### config.mk
export PLATFORM = sky130hd
export DESIGN_NAME = ipwm_pcm_gen
export DESIGN_NICKNAME = d
export VERILOG_FILES = /design/src/rtl/ipwm_pkg.sv /design/src/rtl/ipwm_timebase.sv /design/src/rtl/ipwm_pacer.sv /design/src/rtl/ipwm_phase.sv /design/src/rtl/ipwm_pcm_gen.sv
export SDC_FILE = /design/constraint.sdc
export NUM_CORES = 1
export LEC_CHECK = 0
export BUFFER_PORTS_ARGS = -buffer_cell sky130_fd_sc_hd__buf_2
export CAP_MARGIN = 25
export CORE_AREA = 4 4 121 100
export DETAILED_ROUTE_END_ITERATION = 12
export DIE_AREA = 0 0 125 104
export PLACE_DENSITY = 0.74
export SYNTH_ARGS = -nofsm -noshare
export SYNTH_HDL_FRONTEND = slang
export SYNTH_SLANG_ARGS = --single-unit
### constraint.sdc
create_clock -name clk_i -period 3.2 [get_ports clk_i]
set_input_delay 0.16 -clock clk_i [delete_from_list [all_inputs] [get_ports clk_i]]
set_output_delay 0.16 -clock clk_i [all_outputs]
set_load 0.01 [all_outputs]
### src/rtl/ipwm_pkg.sv
package ipwm_pkg;

   // Per-phase on-time state: switch off, on with trip masked, on with trip honoured.
   typedef enum logic [1:0] {
      PH_OFF   = 2'd0,
      PH_BLANK = 2'd1,
      PH_ARMED = 2'd2
   } ph_state_e;

   // Start offset of a phase inside the period.
   function automatic int slot_of(input int k, input int period, input int nph);
      return (k * period) / nph;
   endfunction

endpackage

### src/rtl/ipwm_timebase.sv
module ipwm_timebase #(
   parameter int PERIOD = 1000,
   parameter int NPH    = 2,
   parameter int CNT_W  = 10
) (
   input  logic             clk_i,
   input  logic             rst_ni,
   output logic [CNT_W-1:0] cnt_o,
   output logic             wrap_o,
   output logic [NPH-1:0]   start_o
);
   localparam logic [CNT_W-1:0] LAST = CNT_W'(PERIOD - 1);

   logic [CNT_W-1:0] cnt_q;

   always_ff @(posedge clk_i or negedge rst_ni) begin
      if (!rst_ni)           cnt_q <= '0;
      else if (cnt_q == LAST) cnt_q <= '0;
      else                   cnt_q <= cnt_q + CNT_W'(1);
   end

   assign cnt_o  = cnt_q;
   assign wrap_o = (cnt_q == LAST);

   for (genvar k = 0; k < NPH; k++) begin : g_slot
      localparam int SLOT = ipwm_pkg::slot_of(k, PERIOD, NPH);
      assign start_o[k] = (cnt_q == CNT_W'(SLOT));
   end

endmodule

### src/rtl/ipwm_pacer.sv
module ipwm_pacer #(
   parameter int DIV  = 10,
   parameter int SP_W = 12
) (
   input  logic            clk_i,
   input  logic            rst_ni,
   input  logic            wrap_i,
   input  logic [SP_W-1:0] iset_i,
   output logic            stb_o,
   output logic [SP_W-1:0] iset_o
);
   logic            stb_q;
   logic [SP_W-1:0] iset_q;

   if (DIV == 1) begin : g_every
      always_ff @(posedge clk_i or negedge rst_ni) begin
         if (!rst_ni) stb_q <= 1'b0;
         else         stb_q <= wrap_i;
      end
   end else begin : g_div
      localparam int PW = $clog2(DIV);
      localparam logic [PW-1:0] PLAST = PW'(DIV - 1);
      logic [PW-1:0] pcnt_q;

      always_ff @(posedge clk_i or negedge rst_ni) begin
         if (!rst_ni) begin
            pcnt_q <= '0;
            stb_q  <= 1'b0;
         end else begin
            stb_q <= wrap_i && (pcnt_q == PLAST);
            if (wrap_i) pcnt_q <= (pcnt_q == PLAST) ? '0 : pcnt_q + PW'(1);
         end
      end
   end

   always_ff @(posedge clk_i or negedge rst_ni) begin
      if (!rst_ni)    iset_q <= '0;
      else if (stb_q) iset_q <= iset_i;
   end

   assign stb_o  = stb_q;
   assign iset_o = iset_q;

endmodule

### src/rtl/ipwm_phase.sv
module ipwm_phase
   import ipwm_pkg::*;
#(
   parameter int PERIOD = 1000,
   parameter int CNT_W  = 10
) (
   input  logic             clk_i,
   input  logic             rst_ni,
   input  logic             start_i,
   input  logic             brk_i,
   input  logic             trip_i,
   input  logic [CNT_W-1:0] blank_i,
   input  logic [CNT_W-1:0] maxon_i,
   output logic             gate_o
);
   localparam logic [CNT_W-1:0] ON_CAP = CNT_W'(PERIOD - 1);

   logic [CNT_W-1:0] max_in;
   logic [CNT_W-1:0] blank_q, max_q;
   logic [CNT_W-1:0] ton_q, ton_nx;
   ph_state_e        st_q;

   assign max_in = (maxon_i > ON_CAP) ? ON_CAP : maxon_i;
   assign ton_nx = ton_q + CNT_W'(1);

   // Shadow copies, refreshed only at this phase's turn-on slot.
   always_ff @(posedge clk_i or negedge rst_ni) begin
      if (!rst_ni) begin
         blank_q <= '0;
         max_q   <= '0;
      end else if (start_i) begin
         blank_q <= blank_i;
         max_q   <= max_in;
      end
   end

   always_ff @(posedge clk_i or negedge rst_ni) begin
      if (!rst_ni) begin
         st_q  <= PH_OFF;
         ton_q <= '0;
      end else if (brk_i) begin
         st_q  <= PH_OFF;
         ton_q <= '0;
      end else if (start_i) begin
         ton_q <= '0;
         if (max_in == '0)       st_q <= PH_OFF;
         else if (blank_i == '0) st_q <= PH_ARMED;
         else                    st_q <= PH_BLANK;
      end else begin
         unique case (st_q)
            PH_BLANK: begin
               ton_q <= ton_nx;
               if (ton_nx >= max_q)        st_q <= PH_OFF;
               else if (ton_nx >= blank_q) st_q <= PH_ARMED;
            end
            PH_ARMED: begin
               ton_q <= ton_nx;
               if (trip_i || (ton_nx >= max_q)) st_q <= PH_OFF;
            end
            default: ton_q <= '0;
         endcase
      end
   end

   assign gate_o = (st_q != PH_OFF) && !brk_i;

endmodule

### src/rtl/ipwm_pcm_gen.sv
module ipwm_pcm_gen #(
   parameter int CLK_HZ  = 100_000_000,
   parameter int PWM_HZ  = 100_000,
   parameter int NPH     = 2,
   parameter int STB_DIV = 10,
   parameter int CNT_W   = 10,
   parameter int SP_W    = 12
) (
   input  logic             clk_i,
   input  logic             rst_ni,
   input  logic             brk_i,
   input  logic [NPH-1:0]   trip_i,
   input  logic [CNT_W-1:0] blank_i,
   input  logic [CNT_W-1:0] maxon_i,
   input  logic [SP_W-1:0]  iset_i,
   output logic [NPH-1:0]   gate_o,
   output logic             loop_stb_o,
   output logic [SP_W-1:0]  iset_o
);
   localparam int PERIOD = CLK_HZ / PWM_HZ;

   if (NPH < 1) begin : g_bad_nph
      $error("NPH must be at least 1");
   end
   if (PERIOD < 2 * NPH) begin : g_bad_period
      $error("PERIOD too short for the phase count");
   end
   if ((2 ** CNT_W) <= PERIOD) begin : g_bad_cntw
      $error("CNT_W cannot hold PERIOD");
   end
   if (STB_DIV < 1) begin : g_bad_div
      $error("STB_DIV must be at least 1");
   end

   logic [CNT_W-1:0] cnt_q;
   logic             wrap;
   logic [NPH-1:0]   start;

   ipwm_timebase #(.PERIOD(PERIOD), .NPH(NPH), .CNT_W(CNT_W)) u_tb (
      .clk_i  (clk_i),
      .rst_ni (rst_ni),
      .cnt_o  (cnt_q),
      .wrap_o (wrap),
      .start_o(start)
   );

   ipwm_pacer #(.DIV(STB_DIV), .SP_W(SP_W)) u_pace (
      .clk_i  (clk_i),
      .rst_ni (rst_ni),
      .wrap_i (wrap),
      .iset_i (iset_i),
      .stb_o  (loop_stb_o),
      .iset_o (iset_o)
   );

   for (genvar k = 0; k < NPH; k++) begin : g_ph
      ipwm_phase #(.PERIOD(PERIOD), .CNT_W(CNT_W)) u_ph (
         .clk_i  (clk_i),
         .rst_ni (rst_ni),
         .start_i(start[k]),
         .brk_i  (brk_i),
         .trip_i (trip_i[k]),
         .blank_i(blank_i),
         .maxon_i(maxon_i),
         .gate_o (gate_o[k])
      );
   end

endmodule

==> impl_results.md <==
* Outcome: completed
* GPL Wtd Cong at 0.894
* Synth top area cells: dfrtp_1 (45%), ha_1 (12%), mux2_4 (4.5%), nand2_1 (3.7%), inv_1 (3.4%)
* Detailed Place HPWL at 8.16 mm
* Pin count of the biggest net entering global routing at 66
* Cells after Synth at 484
* Hold Crit Class: input pin to flip-flop
* Final worst path period share at 0.926
* Dominant register cell in the synthesized netlist: dfrtp_1
* Worst setup path start: g_ph[0].u_ph.ton_q[0]
* # diodes at 0
* Placed insts at 671
* Ys async rst share at 1.00
* Seq cells post-synth at 91
* GR Overflow Total at 0
* Initial core utilization at 0.463
* Reg clk slew, reported paths at 70 ps
* P_leak at 0.00305 uW
* CP Capture Type: flip-flop
* Worst EP required at 3460 ps
* Die W at 125 um
* Antenna-violating nets left at 0
* Die area at 13000 um^2
* Post-synthesis adder-cell area fraction at 0.125
* Wire per inst at 15.5 um
* Avg Cell Area, Syn at 10.3 um^2
* Arr. time, crit path at 3230 ps
* Final Hold Viols at 0
* Total CTS buffers at 9
* Vias at 3630
* PD cells at 414 nW/um^2
* Port-buffer cells at 51
* Largest area contributor in the netlist: dfrtp_1
* Clk root buf: clkbuf_16
* Crit Path Category: flip-flop to flip-flop
* Setup violators final at 0
* I/O pin total at 52
* Maximum VDD drop at 316 uV
* Detailed Route WL at 10.6 mm
* CTS tree: done
* Area Overhead vs Synth at 14.6%
* R2R Setup Slk at 240 ps
* Seq/Total Area, Yosys at 0.455
* Synthesis Warnings at 0
* Syn Std Cell Area at 5010 um^2
* DR iter-0 viols at 219
* DRC viols at 0
* Fin Clk Skew at 9.99 ps
* Post-synthesis xor/xnor area fraction at 0.0437
* Slew Viols, Final at 0
* CP max stage delay at 630 ps
* Final min period at 2960 ps
* GRT Total Usage at 0.170
* Share of layout cells above drive strength 1 at 0.195
* Overall Power at 2380 uW
* Vias per cell at 5.28
* Final net count at 626
* Slew @ Worst Pin at 695 ps
* Largest family of logic cells by synthesized area: simple AND/OR/NAND/NOR gates
* Antenna violations before repair at 0
* Max transition margin at 0.534
* Clock buffer depth at 2
* Worst setup SP type: flip-flop
* Hold Path Origin: iset_i[6]
* Yosys cell types at 54
* Post-synth EDFFs at 0
* Finished Layout Cells at 688
* Synth Net Count at 571
* Cell-by-cell trace of the critical path: ha_1 > nand3_1 > nor2_1 > xor2_1 > ha_1 > o21ai_0 > a21oi_1 > or4b_2 > o211ai_1 > a21oi_1 > o22ai_2
* Post-Synth Simple-Gate Area at 0.162
* Max Cap Violations at 0
* CTS Sinks at 91
* Hold_ws at 40.3 ps
* Fmax at 337 MHz
* Post-synthesis mux area share at 0.0740
* RSZ-0062 raised after global routing: no
* Crit Path Max Fanout at 7
* 1st-pass router iterations at 5
* Die height at 104 um
* Setup ws final at 237 ps
* Dpl ws at 289 ps
* Core Area at 10800 um^2
* First-pass GRT wire length at 18.0 mm
* R2R Path Start: g_ph[0].u_ph.ton_q[0]
* Post-CTS Setup Inserts at 0
* H-Tree Depth at 3
* CP max-delay cell: or4b_2
* Top cell type's share of synthesized area at 0.455
* Clock network latency to the later pin of the worst-skew pair at 350 ps
* Row cnt at 34
* Compound-Gate Fraction of Synth Area at 0.0907
* Vias in the first global route at 3684
* Setup TNS at 0 ps
cell type report:
| class | count | area (um^2) |
|---|---|---|
| fill | 991 | 5060 |
| multi-input combinational | 335 | 2490 |
| sequential | 91 | 2280 |
| timing repair buffer | 57 | 325 |
| clock buffer | 10 | 239 |
| tap | 144 | 180 |
| inverter | 45 | 169 |
| clock inverter | 6 | 63.8 |
timing repair:
| item | in CTS | in global routing |
|---|---|---|
| hold buffers | 1 | 0 |
| hold endpoints to repair | 26 | 0 |
| resized for setup | 0 | 0 |
per-stage QoR:
| step | instance area [um^2] | utilization |
|---|---|---|
| final | 5740 | 0.531 |
| after global routing | 5740 | 0.531 |
| after CTS | 5740 | 0.531 |
| after detailed placement | 5430 | 0.502 |
| after global placement | 5400 | 0.500 |
| after floorplan | 5010 | - |
worst max-delay path, delay by kind of cell, from the launching register on:
kind	cells	cell delay [ps]
flops	1	450
xor+xnor	1	280
compound gates	5	710
fa+ha+maj	2	540
simple gates	3	900
routing by layer:
layer / routed length [um] / GRT usage / part of all wire / vias to the layer above
li1: - / - / - / 1773
met1: 4870 / 0.223 / 0.46 / 1768
met2: 5040 / 0.276 / 0.47 / 75
met3: 551 / 0.0483 / 0.052 / 14
met4: 165 / 0.0488 / 0.016 / 0
met5: 0 / 0 / 0 / -
path summary, 6_finish.rpt:
kind,to,depth (start not counted)
worst max-delay path,g_ph[0].u_ph.st_q[0],11
worst max register to register,g_ph[0].u_ph.st_q[0],11
min in group asynchronous,g_ph[1].u_ph.ton_q[9],2
max in group asynchronous,g_ph[0].u_ph.max_q[2],3
worst min register to register,u_tb.cnt_o[0],1
worst min-delay path,u_pace.iset_o[6],2
state kept, by name, summed over array words and instances, names as in the netlist:
| register | count |
|---|---|
| g_ph.u_ph.blank_q | 20 |
| g_ph.u_ph.max_q | 20 |
| g_ph.u_ph.ton_q | 20 |
| u_pace.iset_o | 12 |
| u_tb.cnt_o | 10 |
| g_ph.u_ph.st_q | 4 |
| u_pace.g_div.pcnt_q | 4 |
| u_pace.stb_o | 1 |
cell usage in the layout (no fill, tap or decap), types with 4 or more instances in the layout:
master / netlist / routed
xor2_1: 12 / 12
o21ai_1: 6 / 6
buf_2: 1 / 50
nor4_1: 4 / 4
nor2_1: 25 / 25
dfrtp_1: 91 / 91
nand2_1: 49 / 49
mux2_4: 15 / 15
nand2b_1: 5 / 5
nand4_1: 5 / 5
inv_1: 45 / 45
xnor2_1: 13 / 13
o21ai_0: 30 / 30
nor3_1: 5 / 4
mux2_2: 12 / 12
and4_1: 4 / 4
ha_1: 50 / 50
clkbuf_16: 0 / 9
and3_1: 5 / 5
nand3_1: 18 / 18
nor2b_1: 20 / 20
buf_4: 2 / 5
a21oi_1: 15 / 15
synthesized netlist by cell type (all sizes together), types with 6 or more instances:
cell type and instances:
clkbuf 6, a21oi 15, ha 50, nand3 18, xor2 12, dfrtp 91
buf 7, o21ai 36, nor2b 20, xnor2 13, mux2 27, nor2 25
nand2 49, inv 45
where the power goes:
part	internal (uW)	switching, uW
sequential	1160	8.31
combinational	47.7	65.1
clock	627	464
total	1840	537
kinds of logic after synthesis:
| kind of cell | after synthesis |
|---|---|
| AOI/OAI and AO/OA | 75 |
| xor gates and xnor gates | 25 |
| adders and majority gates | 50 |
| buffers and inverters | 58 |
| DFF | 91 |
| muxes | 28 |
| and+or+nand+nor | 157 |
(Power assumes the default switching activity.)
